--- config.mk ---
export PLATFORM = sky130hd
export DESIGN_NAME = pwm_shadow_timer
export DESIGN_NICKNAME = d
export VERILOG_FILES = /design/src/rtl/pwm_tmr_pkg.sv /design/src/rtl/pwm_prescale.sv /design/src/rtl/pwm_shadow_reg.sv /design/src/rtl/pwm_count_fsm.sv /design/src/rtl/pwm_shadow_timer.sv
export SDC_FILE = /design/constraint.sdc
export NUM_CORES = 1
export LEC_CHECK = 0
export ABC_AREA = 1
export CAP_MARGIN = 20
export CORE_MARGIN = 1
export CORE_UTILIZATION = 64
export DETAILED_ROUTE_END_ITERATION = 6
export HOLD_SLACK_MARGIN = 0.08
export PLACE_DENSITY = 0.95
export SYNTH_ARGS = -nofsm -noshare
export SYNTH_HDL_FRONTEND = slang
export SYNTH_SLANG_ARGS = --single-unit
--- constraint.sdc ---
create_clock -name clk -period 5.1 [get_ports clk]
set_clock_uncertainty 0.15 [all_clocks]
set_input_delay 0.765 -clock clk [delete_from_list [all_inputs] [get_ports clk]]
set_output_delay 0.765 -clock clk [all_outputs]
set_load 0.03 [all_outputs]
--- src/rtl/pwm_tmr_pkg.sv ---
`timescale 1ns/1ps
package pwm_tmr_pkg;
    typedef enum logic [1:0] {
        MD_OC       = 2'b00,
        MD_EDGE     = 2'b01,
        MD_CENTER   = 2'b10,
        MD_EDGE_ALT = 2'b11
    } ch_mode_e;

    typedef enum logic [1:0] {
        ST_STOP = 2'b00,
        ST_UP   = 2'b01,
        ST_DOWN = 2'b10
    } cnt_state_e;

    localparam logic [1:0] A_MOD  = 2'd0;
    localparam logic [1:0] A_INIT = 2'd1;
    localparam logic [1:0] A_CMP  = 2'd2;
endpackage

--- src/rtl/pwm_prescale.sv ---
`timescale 1ns/1ps
module pwm_prescale #(
    parameter int PS_W = 3
) (
    input  logic            clk,
    input  logic            rst_n,
    input  logic            run,
    input  logic [PS_W-1:0] ps,
    output logic            tick
);
    localparam int DIV_W = (1 << PS_W) - 1;

    logic [DIV_W-1:0] pre_q;
    logic [DIV_W-1:0] mask;

    always_comb begin
        mask = DIV_W'((32'd1 << ps) - 32'd1);
        tick = run && ((pre_q & mask) == mask);
    end

    always_ff @(posedge clk or negedge rst_n) begin
        if (!rst_n)   pre_q <= '0;
        else if (run) pre_q <= pre_q + 1'b1;
        else          pre_q <= '0;
    end
endmodule

--- src/rtl/pwm_shadow_reg.sv ---
`timescale 1ns/1ps
module pwm_shadow_reg #(
    parameter int           W       = 16,
    parameter logic [W-1:0] RST_VAL = '0
) (
    input  logic         clk,
    input  logic         rst_n,
    input  logic         stopped,
    input  logic         wr,
    input  logic [W-1:0] wdata,
    input  logic         load_ev,
    output logic [W-1:0] buf_q,
    output logic [W-1:0] act_q
);
    logic pend_q;

    always_ff @(posedge clk or negedge rst_n) begin
        if (!rst_n) begin
            buf_q  <= RST_VAL;
            act_q  <= RST_VAL;
            pend_q <= 1'b0;
        end else if (wr && stopped) begin
            buf_q  <= wdata;
            act_q  <= wdata;
            pend_q <= 1'b0;
        end else begin
            if (load_ev && pend_q) act_q <= buf_q;
            if (wr) begin
                buf_q  <= wdata;
                pend_q <= 1'b1;
            end else if (load_ev && pend_q) begin
                pend_q <= 1'b0;
            end
        end
    end

    p_stop_write_r1: assert property (@(posedge clk) disable iff (!rst_n)
        (stopped && wr) |=> (act_q == $past(wdata)));

    p_wr_pending_r8: assert property (@(posedge clk) disable iff (!rst_n)
        (wr && !stopped) |=> pend_q);

    p_hold_without_pending_r8: assert property (@(posedge clk) disable iff (!rst_n)
        (!stopped && !pend_q) |=> $stable(act_q));
endmodule

--- src/rtl/pwm_count_fsm.sv ---
`timescale 1ns/1ps
module pwm_count_fsm
    import pwm_tmr_pkg::*;
#(
    parameter int CNT_W = 16
) (
    input  logic             clk,
    input  logic             rst_n,
    input  logic             run,
    input  logic             tick,
    input  logic             center,
    input  logic [CNT_W-1:0] mod_act,
    input  logic [CNT_W-1:0] init_val,
    output logic [CNT_W-1:0] cnt_q,
    output logic [CNT_W-1:0] cnt_nxt,
    output logic             wrap_ev,
    output logic             turn_ev
);
    localparam logic [CNT_W-1:0] ALL1 = '1;

    cnt_state_e st_q, st_d;
    logic       down, free_run, at_top;

    always_comb begin
        down     = (st_q == ST_DOWN) && center;
        free_run = (init_val == '0) && ((mod_act == '0) || (mod_act == ALL1));
        at_top   = free_run ? (cnt_q == ALL1) : (cnt_q == mod_act);
        wrap_ev  = tick && !down && !center && at_top;
        turn_ev  = tick && !down && center && (cnt_q == mod_act);
    end

    // state register
    always_ff @(posedge clk or negedge rst_n) begin
        if (!rst_n) st_q <= ST_STOP;
        else        st_q <= st_d;
    end

    // next state
    always_comb begin
        st_d = st_q;
        if (!run) begin
            st_d = ST_STOP;
        end else begin
            unique case (st_q)
                ST_STOP, ST_UP: st_d = turn_ev ? ST_DOWN : ST_UP;
                ST_DOWN: begin
                    if (!center)                          st_d = ST_UP;
                    else if (tick && (cnt_q == init_val)) st_d = ST_UP;
                end
                default: st_d = ST_STOP;
            endcase
        end
    end

    // count step
    always_comb begin
        cnt_nxt = cnt_q;
        if (tick) begin
            if (down)        cnt_nxt = (cnt_q == init_val) ? cnt_q + 1'b1 : cnt_q - 1'b1;
            else if (center) cnt_nxt = (cnt_q == mod_act)  ? cnt_q - 1'b1 : cnt_q + 1'b1;
            else             cnt_nxt = at_top ? init_val : cnt_q + 1'b1;
        end
    end

    always_ff @(posedge clk or negedge rst_n) begin
        if (!rst_n) cnt_q <= '0;
        else        cnt_q <= cnt_nxt;
    end

    p_idle_hold_r9: assert property (@(posedge clk) disable iff (!rst_n)
        !tick |=> $stable(cnt_q));

    p_wrap_to_init_r2: assert property (@(posedge clk) disable iff (!rst_n)
        wrap_ev |=> (cnt_q == $past(init_val)));

    p_turn_down_r4: assert property (@(posedge clk) disable iff (!rst_n)
        turn_ev |=> (st_q == ST_DOWN));
endmodule

--- src/rtl/pwm_shadow_timer.sv ---
`timescale 1ns/1ps
module pwm_shadow_timer
    import pwm_tmr_pkg::*;
#(
    parameter int CNT_W = 16,
    parameter int PS_W  = 3
) (
    input  logic             clk,
    input  logic             rst_n,
    input  logic [1:0]       clk_sel,
    input  logic [PS_W-1:0]  ps,
    input  logic             enh_en,
    input  logic [1:0]       ch_mode,
    input  logic             wr_en,
    input  logic [1:0]       wr_addr,
    input  logic [CNT_W-1:0] wr_data,
    input  logic [1:0]       rd_addr,
    output logic [CNT_W-1:0] rd_data,
    output logic [CNT_W-1:0] cnt_out,
    output logic             ch_out
);
    ch_mode_e         mode_e;
    logic             run, stopped, tick, is_center;
    logic             wr_mod, wr_cmp, wr_init;
    logic             wrap_ev, turn_ev, mod_ld, cmp_ld;
    logic [CNT_W-1:0] mod_buf, mod_act, cmp_buf, cmp_act, init_q;
    logic [CNT_W-1:0] cnt_q, cnt_nxt;
    logic             oc_q;

    always_comb begin
        mode_e    = ch_mode_e'(ch_mode);
        run       = |clk_sel;
        stopped   = !run;
        is_center = (mode_e == MD_CENTER);
        wr_mod    = wr_en && (wr_addr == A_MOD);
        wr_init   = wr_en && (wr_addr == A_INIT);
        wr_cmp    = wr_en && (wr_addr == A_CMP);
        mod_ld    = !enh_en && (wrap_ev || turn_ev);
        unique case (mode_e)
            MD_OC:     cmp_ld = tick;
            MD_CENTER: cmp_ld = turn_ev;
            default:   cmp_ld = wrap_ev;
        endcase
    end

    pwm_prescale #(.PS_W(PS_W)) u_pre (
        .clk(clk), .rst_n(rst_n), .run(run), .ps(ps), .tick(tick)
    );

    pwm_count_fsm #(.CNT_W(CNT_W)) u_fsm (
        .clk(clk), .rst_n(rst_n), .run(run), .tick(tick), .center(is_center),
        .mod_act(mod_act), .init_val(init_q), .cnt_q(cnt_q), .cnt_nxt(cnt_nxt),
        .wrap_ev(wrap_ev), .turn_ev(turn_ev)
    );

    pwm_shadow_reg #(.W(CNT_W), .RST_VAL('1)) u_mod (
        .clk(clk), .rst_n(rst_n), .stopped(stopped), .wr(wr_mod), .wdata(wr_data),
        .load_ev(mod_ld), .buf_q(mod_buf), .act_q(mod_act)
    );

    pwm_shadow_reg #(.W(CNT_W), .RST_VAL('0)) u_cmp (
        .clk(clk), .rst_n(rst_n), .stopped(stopped), .wr(wr_cmp), .wdata(wr_data),
        .load_ev(cmp_ld), .buf_q(cmp_buf), .act_q(cmp_act)
    );

    always_ff @(posedge clk or negedge rst_n) begin
        if (!rst_n)       init_q <= '0;
        else if (wr_init) init_q <= wr_data;
    end

    always_ff @(posedge clk or negedge rst_n) begin
        if (!rst_n)                            oc_q <= 1'b0;
        else if (tick && (cnt_nxt == cmp_act)) oc_q <= ~oc_q;
    end

    // outputs
    always_comb begin
        cnt_out = cnt_q;
        unique case (mode_e)
            MD_OC:     ch_out = oc_q;
            MD_CENTER: ch_out = (cnt_q <= cmp_act);
            default:   ch_out = (cnt_q < cmp_act);
        endcase
        unique case (rd_addr)
            A_MOD:   rd_data = mod_buf;
            A_INIT:  rd_data = init_q;
            A_CMP:   rd_data = cmp_buf;
            default: rd_data = '0;
        endcase
    end

    p_enh_mod_hold_r7: assert property (@(posedge clk) disable iff (!rst_n)
        (enh_en && run) |=> $stable(mod_act));
endmodule

-- After elaboration in Yosys (flattened, before gate mapping)
Cells that the tools add are included.
- bits in registers: 108
- latch bits: 0
- RAM bits: 0
- ROM bits: 0
- bits of input ports: 31
- output and inout bits: 33
- memories kept: 0
- add/sub/neg operators: 4
- multipliers: 0
- div/mod/pow operators: 0
- order comparisons: 2
- eq/ne operators: 14
- shift-type cells: 1
- multiplexer cells: 30
- bitwise logic cells: 2
- reduce and logical (&&, ||, !) cells: 38
- operators by type and width (cell ; count):
    $mux 16 ; 14
    $eq 16x16->1 ; 3
    $pmux 16 s3 ; 1
    $eq 16x16->1 const B ; 2
    $logic_not 16->1 ; 2
    $logic_and 1x1->1 ; 18
    $add 16x1->16 const B ; 1
    $le 16x16->1 ; 1
    $lt 16x16->1 ; 1
    $sub 16x1->16 const B ; 1
    $eq 2x2->1 const B ; 4
    $logic_not 2->1 ; 4
    $mux 2 ; 4
    $reduce_bool 2->1 ; 4
    $add 7x1->7 const B ; 1
    $and 7x7->7 ; 1
    $eq 7x7->1 ; 1
    $mux 1 ; 7
    $mux 7 ; 1
    $shl 1x3->7 const A ; 1
    $sub 7x1->7 const B ; 1
    $eq 2x1->1 const B ; 3
    $reduce_bool 3->1 ; 2
    $logic_not 1->1 ; 4
    other kinds (6) ; 9

-- Logic depth before layout (Yosys ltp)
Gate-level depths: netlist (run 1).
- word-level depth: 14
- mapped depth: 24

-- Hierarchy
From an unflattened synthesis (run 1), not the netlist that was laid out.
- cell total of the unflattened synthesis: 1284
- area total of the unflattened synthesis: 8344.3 sq um
- by module, submodules not included (module ; instances ; cells each ; area an instance (sq um)):
    pwm_count_fsm ; 1 ; 594 ; 3251.9
    pwm_shadow_timer ; 1 ; 271 ; 1740.4
    pwm_shadow_reg (u_mod) ; 1 ; 185 ; 1506.4
    pwm_shadow_reg (u_cmp) ; 1 ; 185 ; 1466.4
    pwm_prescale ; 1 ; 49 ; 379.1

-- Least setup slack after synthesis (run 1)
OpenSTA, ideal clock, no wires.
- kind: input to output
- start point: input port rd_addr[1]
- end point: output port rd_data[0]
- arrival time: 1951 ps
- required time: 4185 ps
- slack: 2234 ps
- stages: 5
- path buffers: 2
- path through: inv_1 -> or2_2 -> clkbuf_1 -> clkbuf_1 -> o221ai_1
- longest elaborated chain between the ends: 2
- elaborated cells between the ends (all ways): 4
- RTL lines (element ; line ; source):
    start, declared ; pwm_shadow_timer.sv:17 ; input logic [1:0] rd_addr,
    $eq 2x2->1 (tied with other cells) ; pwm_shadow_timer.sv:84 ; unique case (rd_addr)
    $pmux 16 s3 (*) ; pwm_shadow_timer.sv:84 ;
    end, declared ; pwm_shadow_timer.sv:18 ; output logic [CNT_W-1:0] rd_data,
Mark *: on every way between the ends. The rest lies on a longest branch, timed or not.

-- Final worst setup path (run 1)
- start point: register u_fsm.cnt_q[3]
- end point: output port ch_out
- longest elaborated chain between the ends: 2
- elaborated cells between the ends (all ways): 3
- RTL lines (element ; line ; source):
    start, declared ; pwm_count_fsm.sv:14 ; output logic [CNT_W-1:0] cnt_q,
    start signal, assigned ; pwm_count_fsm.sv:67 ; else cnt_q <= cnt_nxt;
    $lt 16x16->1 / $le 16x16->1 (equally long branches) ; pwm_shadow_timer.sv:82, pwm_shadow_timer.sv:81 ;
    $pmux 1 s2 (*) ; pwm_shadow_timer.sv:79 ; unique case (mode_e)
    end, declared ; pwm_shadow_timer.sv:20 ; output logic ch_out
Marked as above.

==> flow_metrics.tcl, run 1 <==
set metrics [dict create \
    yosysMostFrequentCell "nand2_1" \
    place_area_mm2 0.00822 \
    synth_top_cell_by_area "dfrtp_1" \
    routabilityCongestion 1.03 \
    post_cts_resized 0 \
    r2r_slack_ns 1.57 \
    yosys.area.top_type_share 0.250 \
    insertion_delay_ns 0.37 \
    vias_per_cell 6.25 \
    worstPathRequired_ns 4.18 \
    cts_root_buf "clkbuf_16" \
    max_freq_ghz 0.265 \
    port_buffers 63 \
    grt_pass1_wl_mm 40.3 \
    max-slew-margin-rel 0.354 \
    grt_pass1_vias 7590 \
    finalInstanceArea_mm2 0.00852 \
    dieWidth_um 111 \
    ys_warn_count 0 \
    worst_slew_pin_slew_ns 0.967 \
    power.density_mw_per_mm2 466 \
    rows 39 \
    post_cts_buffers 0 \
    tns_ns 0 \
    leakage_nw 4.17 \
    gr-total-overflow 0 \
    outcome "finished, violations left" \
    drtIter0Drc 1007 \
    drt-pass1-iter-count 7 \
    area_growth_pct 11.9 \
    routedWlPerCell_um 19.4 \
    num_vias 8158 \
    arrival_ns 2.85 \
    rsz0062_at_grt "no" \
    ys_seq_area_frac 0.360 \
    async_flop_share 1.00 \
    hold_path.class "reg -> reg" \
    power_mw 3.97 \
    slowest_stage "dfrtp_1" \
    grt.total_usage 0.425 \
    fin_crit_ns 3.77 \
    endpoint_kind "output port" \
    synth_edf_count 0 \
    path_common_cell "a21oi_1" \
    grt_max_degree 68 \
    drive_above_1_share 0.0955 \
    hold_viol_final 0 \
    ant_nets 0 \
    setup_viol 0 \
    yosys.cell_types.count 42 \
    synth_area_leaders "dfrtp_1, nand2_1, dfstp_2, inv_1, o21ai_0" \
    min_to "u_fsm.st_q[1]$_DFFE_PN0P_" \
    synth_commonest_cells "nand2_1, inv_1, nor2_1, o21ai_0, dfrtp_1" \
    worstPathCellList "ha_1, a21oi_1, nand2_1, o21bai_1, o211ai_1, a21oi_1, a221o_1, clkdlybuf4s50_1" \
    ys_seq_elements 108 \
    slew_violations 0 \
    timing.rr.start "u_fsm.cnt_q[12]$_DFF_PN0_" \
    clkSinkCount 108 \
    layout.nets 1207 \
    cts_tree "done" \
    crit_fanout 9 \
    die_area_mm2 0.0123 \
    postSynthCellCount 1118 \
    reg2reg_to "u_cmp.act_q[1]$_DFFE_PN0P_" \
    ff2ff_path_depth 15 \
    cts.clk_slew.worst_paths_ns 0.07 \
    worst_setup_path_start_kind "flop" \
    design.core.area_mm2 0.0115 \
    violations "design-rule violations" \
    antenna_found_initial 0 \
    die_y_um 111 \
    cpPeakStageDelay_ns 0.69 \
    yosys_most_used_dff "dfrtp_1" \
    worst_hold_startpoint "u_fsm.st_q[1]$_DFFE_PN0P_" \
    num_io_pins 64 \
    cap_violations 0 \
    htree_levels 3 \
    routed_wl_mm 25.3 \
    hold_depth 1 \
    synth_area_mm2 0.00761 \
    n_antenna_cell 0 \
    cts_buffers 9 \
    irDropWorstVdd_v 0.000297 \
    avgSynthCellArea_um2 6.81 \
    postSynthNetCount 1168 \
    post-dp-hpwl_mm 18.7 \
    cts_hold_buf 0 \
    drc 19 \
    start_util 0.661 \
    clock_path_buffers 2 \
    worstSetupPathType "reg -> out" \
    finalCritPeriodShare 0.739 \
]
## cell families (layout without fill, tap and decap cells)
| kind of cell | after synthesis | in the layout | share of synthesized area |
|---|---|---|---|
| fa+ha+maj | 19 | 19 | 0.0312 |
| simple gates | 603 | 603 | 0.336 |
| buf+inv | 197 | 241 | 0.107 |
| xor+xnor | 20 | 20 | 0.0230 |
| compound gates | 171 | 171 | 0.142 |
| flops | 108 | 108 | 0.360 |
## layout make-up
type,count,area (µm²)
Inverter,156,591
Sequential cell,108,2740
Timing Repair Buffer,69,681
Clock buffer,13,250
Multi-Input combinational cell,813,4050
Clock inverter,3,23.8
Tap cell,143,179
Fill cell,884,3000
## layout by cell type, fill, tap and decap left out, types with 5 or more instances in the layout
cell	Yosys	final
nand3_1	66	66
o221ai_1	32	32
buf_4	9	6
clkbuf_16	0	9
or2_2	5	5
clkdlybuf4s50_1	0	62
o21ai_2	9	9
nor3_1	12	12
o211ai_1	9	9
inv_1	136	136
o21ai_0	82	82
a21oi_1	27	27
dfstp_2	32	32
nand4_1	24	24
xor2_1	19	19
nand2_1	375	375
inv_2	18	18
nand2_2	8	8
dfrtp_1	76	76
ha_1	19	19
nor2_1	95	95
## critical path, delay by kind of cell (launching register included)
kind	cells	cell delay, ns
AOI/OAI and AO/OA	5	0.68
adders and majority gates	1	0.36
buffers and inverters	1	0.69
DFF	1	0.69
and+or+nand+nor	1	0.07
## how the worst max path moves through the flow
stage          cells past startpoint               end  slack, ns                      from
6_report                           8            ch_out       1.33  u_fsm.cnt_q[3]$_DFF_PN0_
5_1_grt                           19  oc_q$_DFFE_PN0P_       1.17                clk_sel[0]
4_1_cts                            5        rd_data[4]       1.06                rd_addr[0]
3_5_place_dp                       5        rd_data[4]       1.07                rd_addr[0]
3_3_place_gp                       5        rd_data[9]       1.07                rd_addr[0]
2_1_floorplan                      5        rd_data[0]       2.23                rd_addr[1]
## through the flow
stage | hold WS, ns | utilization | cells | worst slack, ns
floorplan | 0.283 | - | 1118 | 2.23
global placement | 0.298 | 0.714 | 1287 | 1.07
detailed placement | 0.319 | 0.714 | 1287 | 1.07
CTS | 0.328 | 0.738 | 1303 | 1.06
global route | 0.357 | 0.740 | 1305 | 1.17
finish | 0.327 | 0.740 | 1305 | 1.33
## state kept, by name, indices dropped and copies added (netlist names)
signal and count:
u_fsm.cnt_q 16, u_mod.pend_q 1, u_cmp.pend_q 1, u_pre.pre_q 7, u_fsm.st_q 2, init_q 16
u_mod.buf_q 16, oc_q 1, u_cmp.buf_q 16, u_mod.act_q 16, u_cmp.act_q 16
## layer usage
metal	track usage	wire length, µm	vias up	part of all wire
met5	0	0	-	0
met2	0.653	11100	616	0.44
li1	-	-	3691	-
met1	0.560	9620	3723	0.38
met4	0.230	1540	0	0.061
met3	0.0968	3040	128	0.12
## where the power goes
part / leakage, nW / internal (mW) / switching [mW]
registers: 1.27 / 1.10 / 0.375
clock network: 0.126 / 0.348 / 0.329
logic: 2.78 / 0.655 / 1.16
Note: power is estimated with default switching activity, not from simulation.
==> run 2, diff against run 1 <==
--- a/config.mk
+++ b/config.mk
@@ -8,10 +8,10 @@
 export ABC_AREA = 1
 export CAP_MARGIN = 20
 export CORE_MARGIN = 1
-export CORE_UTILIZATION = 64
+export CORE_UTILIZATION = 54
 export DETAILED_ROUTE_END_ITERATION = 6
 export HOLD_SLACK_MARGIN = 0.08
-export PLACE_DENSITY = 0.95
+export PLACE_DENSITY = 0.88
 export SYNTH_ARGS = -nofsm -noshare
 export SYNTH_HDL_FRONTEND = slang
 export SYNTH_SLANG_ARGS = --single-unit
==> constraint.sdc (replaced) <==
create_clock -name clk -period 3.19 [get_ports clk]
set_clock_uncertainty 0.15 [all_clocks]
set_input_delay 0.4785 -clock clk [delete_from_list [all_inputs] [get_ports clk]]
set_output_delay 0.4785 -clock clk [all_outputs]
set_load 0.03 [all_outputs]
==> flow_metrics.tcl, run 2 (synthesis results as in run 1) <==
set metrics [dict create \
    outcome "completed" \
    leakage_nw 4.69 \
    ant_nets 0 \
    slew_violations 0 \
    ff2ff_path_depth 16 \
    clkSinkCount 108 \
    hold_slack_ns 0.318 \
    max-slew-margin-rel 0.570 \
    fill_cells 1154 \
    p_int_mw 3.80 \
    start_util 0.551 \
    port_buffers 63 \
    grt_max_degree 78 \
    clock_path_buffers 2 \
    vias_per_cell 5.84 \
    cts_root_buf "clkbuf_16" \
    grt_pass1_wl_mm 41.8 \
    irDropWorstVdd_v 0.000409 \
    fin_crit_ns 3.09 \
    endpoint_kind "flop" \
    area_growth_pct 23.1 \
    gr-total-overflow 0 \
    sw_frac_of_total 0.454 \
    layout_commonest_cell "nand2_1" \
    routedWlPerCell_um 18.9 \
    layout_common_cells "nand2_1, inv_1, buf_4" \
    worst_setup_path_start_kind "flop" \
    drc 0 \
    hold_path.class "reg -> reg" \
    r2r_slack_ns 0.1 \
    max_freq_ghz 0.323 \
    antenna_found_initial 0 \
    num_vias 8390 \
    hold_depth 1 \
    n_antenna_cell 0 \
    htree_levels 3 \
    p_sw_mw 3.15 \
    arrival_ns 3.22 \
    dieWidth_um 121 \
    design.core.area_mm2 0.0138 \
    die_area_mm2 0.0146 \
    cts.clk_slew.worst_paths_ns 0.07 \
    post-dp-hpwl_mm 21.0 \
    tns_ns 0 \
    final_core_util 0.678 \
    cts_buffers 9 \
    finalCritPeriodShare 0.970 \
    worstSetupPathType "reg -> reg" \
    routed_wl_mm 27.2 \
    routabilityCongestion 1.09 \
    worst_slew_pin_slew_ns 0.645 \
    crit_fanout 7 \
    layout.nets 1302 \
    clkPwrFrac 0.183 \
    power_frac_seq 0.324 \
    grt_pass1_vias 7709 \
    worstPathRequired_ns 3.32 \
    grt.total_usage 0.385 \
    rows 43 \
    drtIter0Drc 931 \
    num_io_pins 64 \
    cts_tree "done" \
    combPwrFrac 0.493 \
    drt-pass1-iter-count 7 \
    insertion_delay_ns 0.37 \
    hold_viol_final 0 \
    setup_viol 0 \
    die_y_um 121 \
    drive_above_1_share 0.189 \
    cap_violations 0 \
    power.density_mw_per_mm2 741 \
]
==> run 2: stage by stage <==
step / instance area (µm²) / instances / setup slack [ns] / total power, mW
after global routing: 9370 / 1437 / -0.0932 / 7.33
after global placement: 8940 / 1414 / 0.137 / 5.44
after CTS: 9290 / 1431 / 0.0835 / 6.78
after floorplan: 7610 / 1118 / 0.519 / 4.18
after detailed placement: 8940 / 1414 / 0.0963 / 5.51
final: 9370 / 1437 / 0.0962 / 6.95
==> run 2: routing by layer <==
layer | routed length, µm | up-vias | GRT usage | part of all wire
li1 | - | 3879 | - | -
met1 | 10500 | 3794 | 0.493 | 0.38
met2 | 12200 | 598 | 0.605 | 0.45
met3 | 3010 | 119 | 0.0811 | 0.11
met4 | 1570 | 0 | 0.211 | 0.058
met5 | 0 | - | 0.0257 | 0
==> run 2: power by group through the flow <==
stage / combinational [mW] / sequential (mW) / clock [mW]
final: 3.42 / 2.25 / 1.27
after global routing: 3.74 / 2.27 / 1.32
after CTS: 3.30 / 2.22 / 1.26
after detailed placement: 3.28 / 2.23 / 0
after global placement: 3.22 / 2.23 / 0
after floorplan: 2.01 / 2.17 / 0
==> run 2: final cells by class <==
class,instances,area [µm²],share of cell area
timing repair buffer,164,1390,0.148
clock buffer,9,225,0.0240
tap,180,225,0.0240
multi-input combinational,813,4080,0.435
inverter,156,591,0.0630
clock inverter,7,105,0.0112
sequential,108,2750,0.294
==> run 2: final timing paths <==
check,to,from
max,u_cmp.act_q[11]$_DFFE_PN0P_,u_fsm.cnt_q[0]$_DFF_PN0_
min,u_pre.pre_q[6]$_DFF_PN0_,u_pre.pre_q[6]$_DFF_PN0_
max reg2reg,u_cmp.act_q[11]$_DFFE_PN0P_,u_fsm.cnt_q[0]$_DFF_PN0_
min reg2reg,u_pre.pre_q[6]$_DFF_PN0_,u_pre.pre_q[6]$_DFF_PN0_
max in group asynchronous,u_mod.act_q[9]$_DFFE_PN1P_,rst_n
min in group asynchronous,u_cmp.buf_q[6]$_DFFE_PN0P_,rst_n
==> run 2: timing repair <==
action	in CTS	in global routing
endpoints found under the hold margin	17	0
setup buffers	0	6
endpoints found under the setup margin	1	8
cloned	0	0
pin swaps	0	1
resized for setup	2	16
hold buffers	1	0
==> run 2: worst max-delay path, cell delays in order (launching register included) <==
cell	delay, ns
dfrtp_1	0.39
ha_1	0.19
nand2_1	0.07
inv_1	0.08
nand2_1	0.10
nor2_1	0.29
nand2_1	0.13
nand3_2	0.16
nand3_4	0.16
buf_4	0.18
a221oi_2	0.23
buf_4	0.19
nand2_2	0.06
nand2_2	0.14
buf_4	0.20
o211ai_1	0.14
o21ai_0	0.13
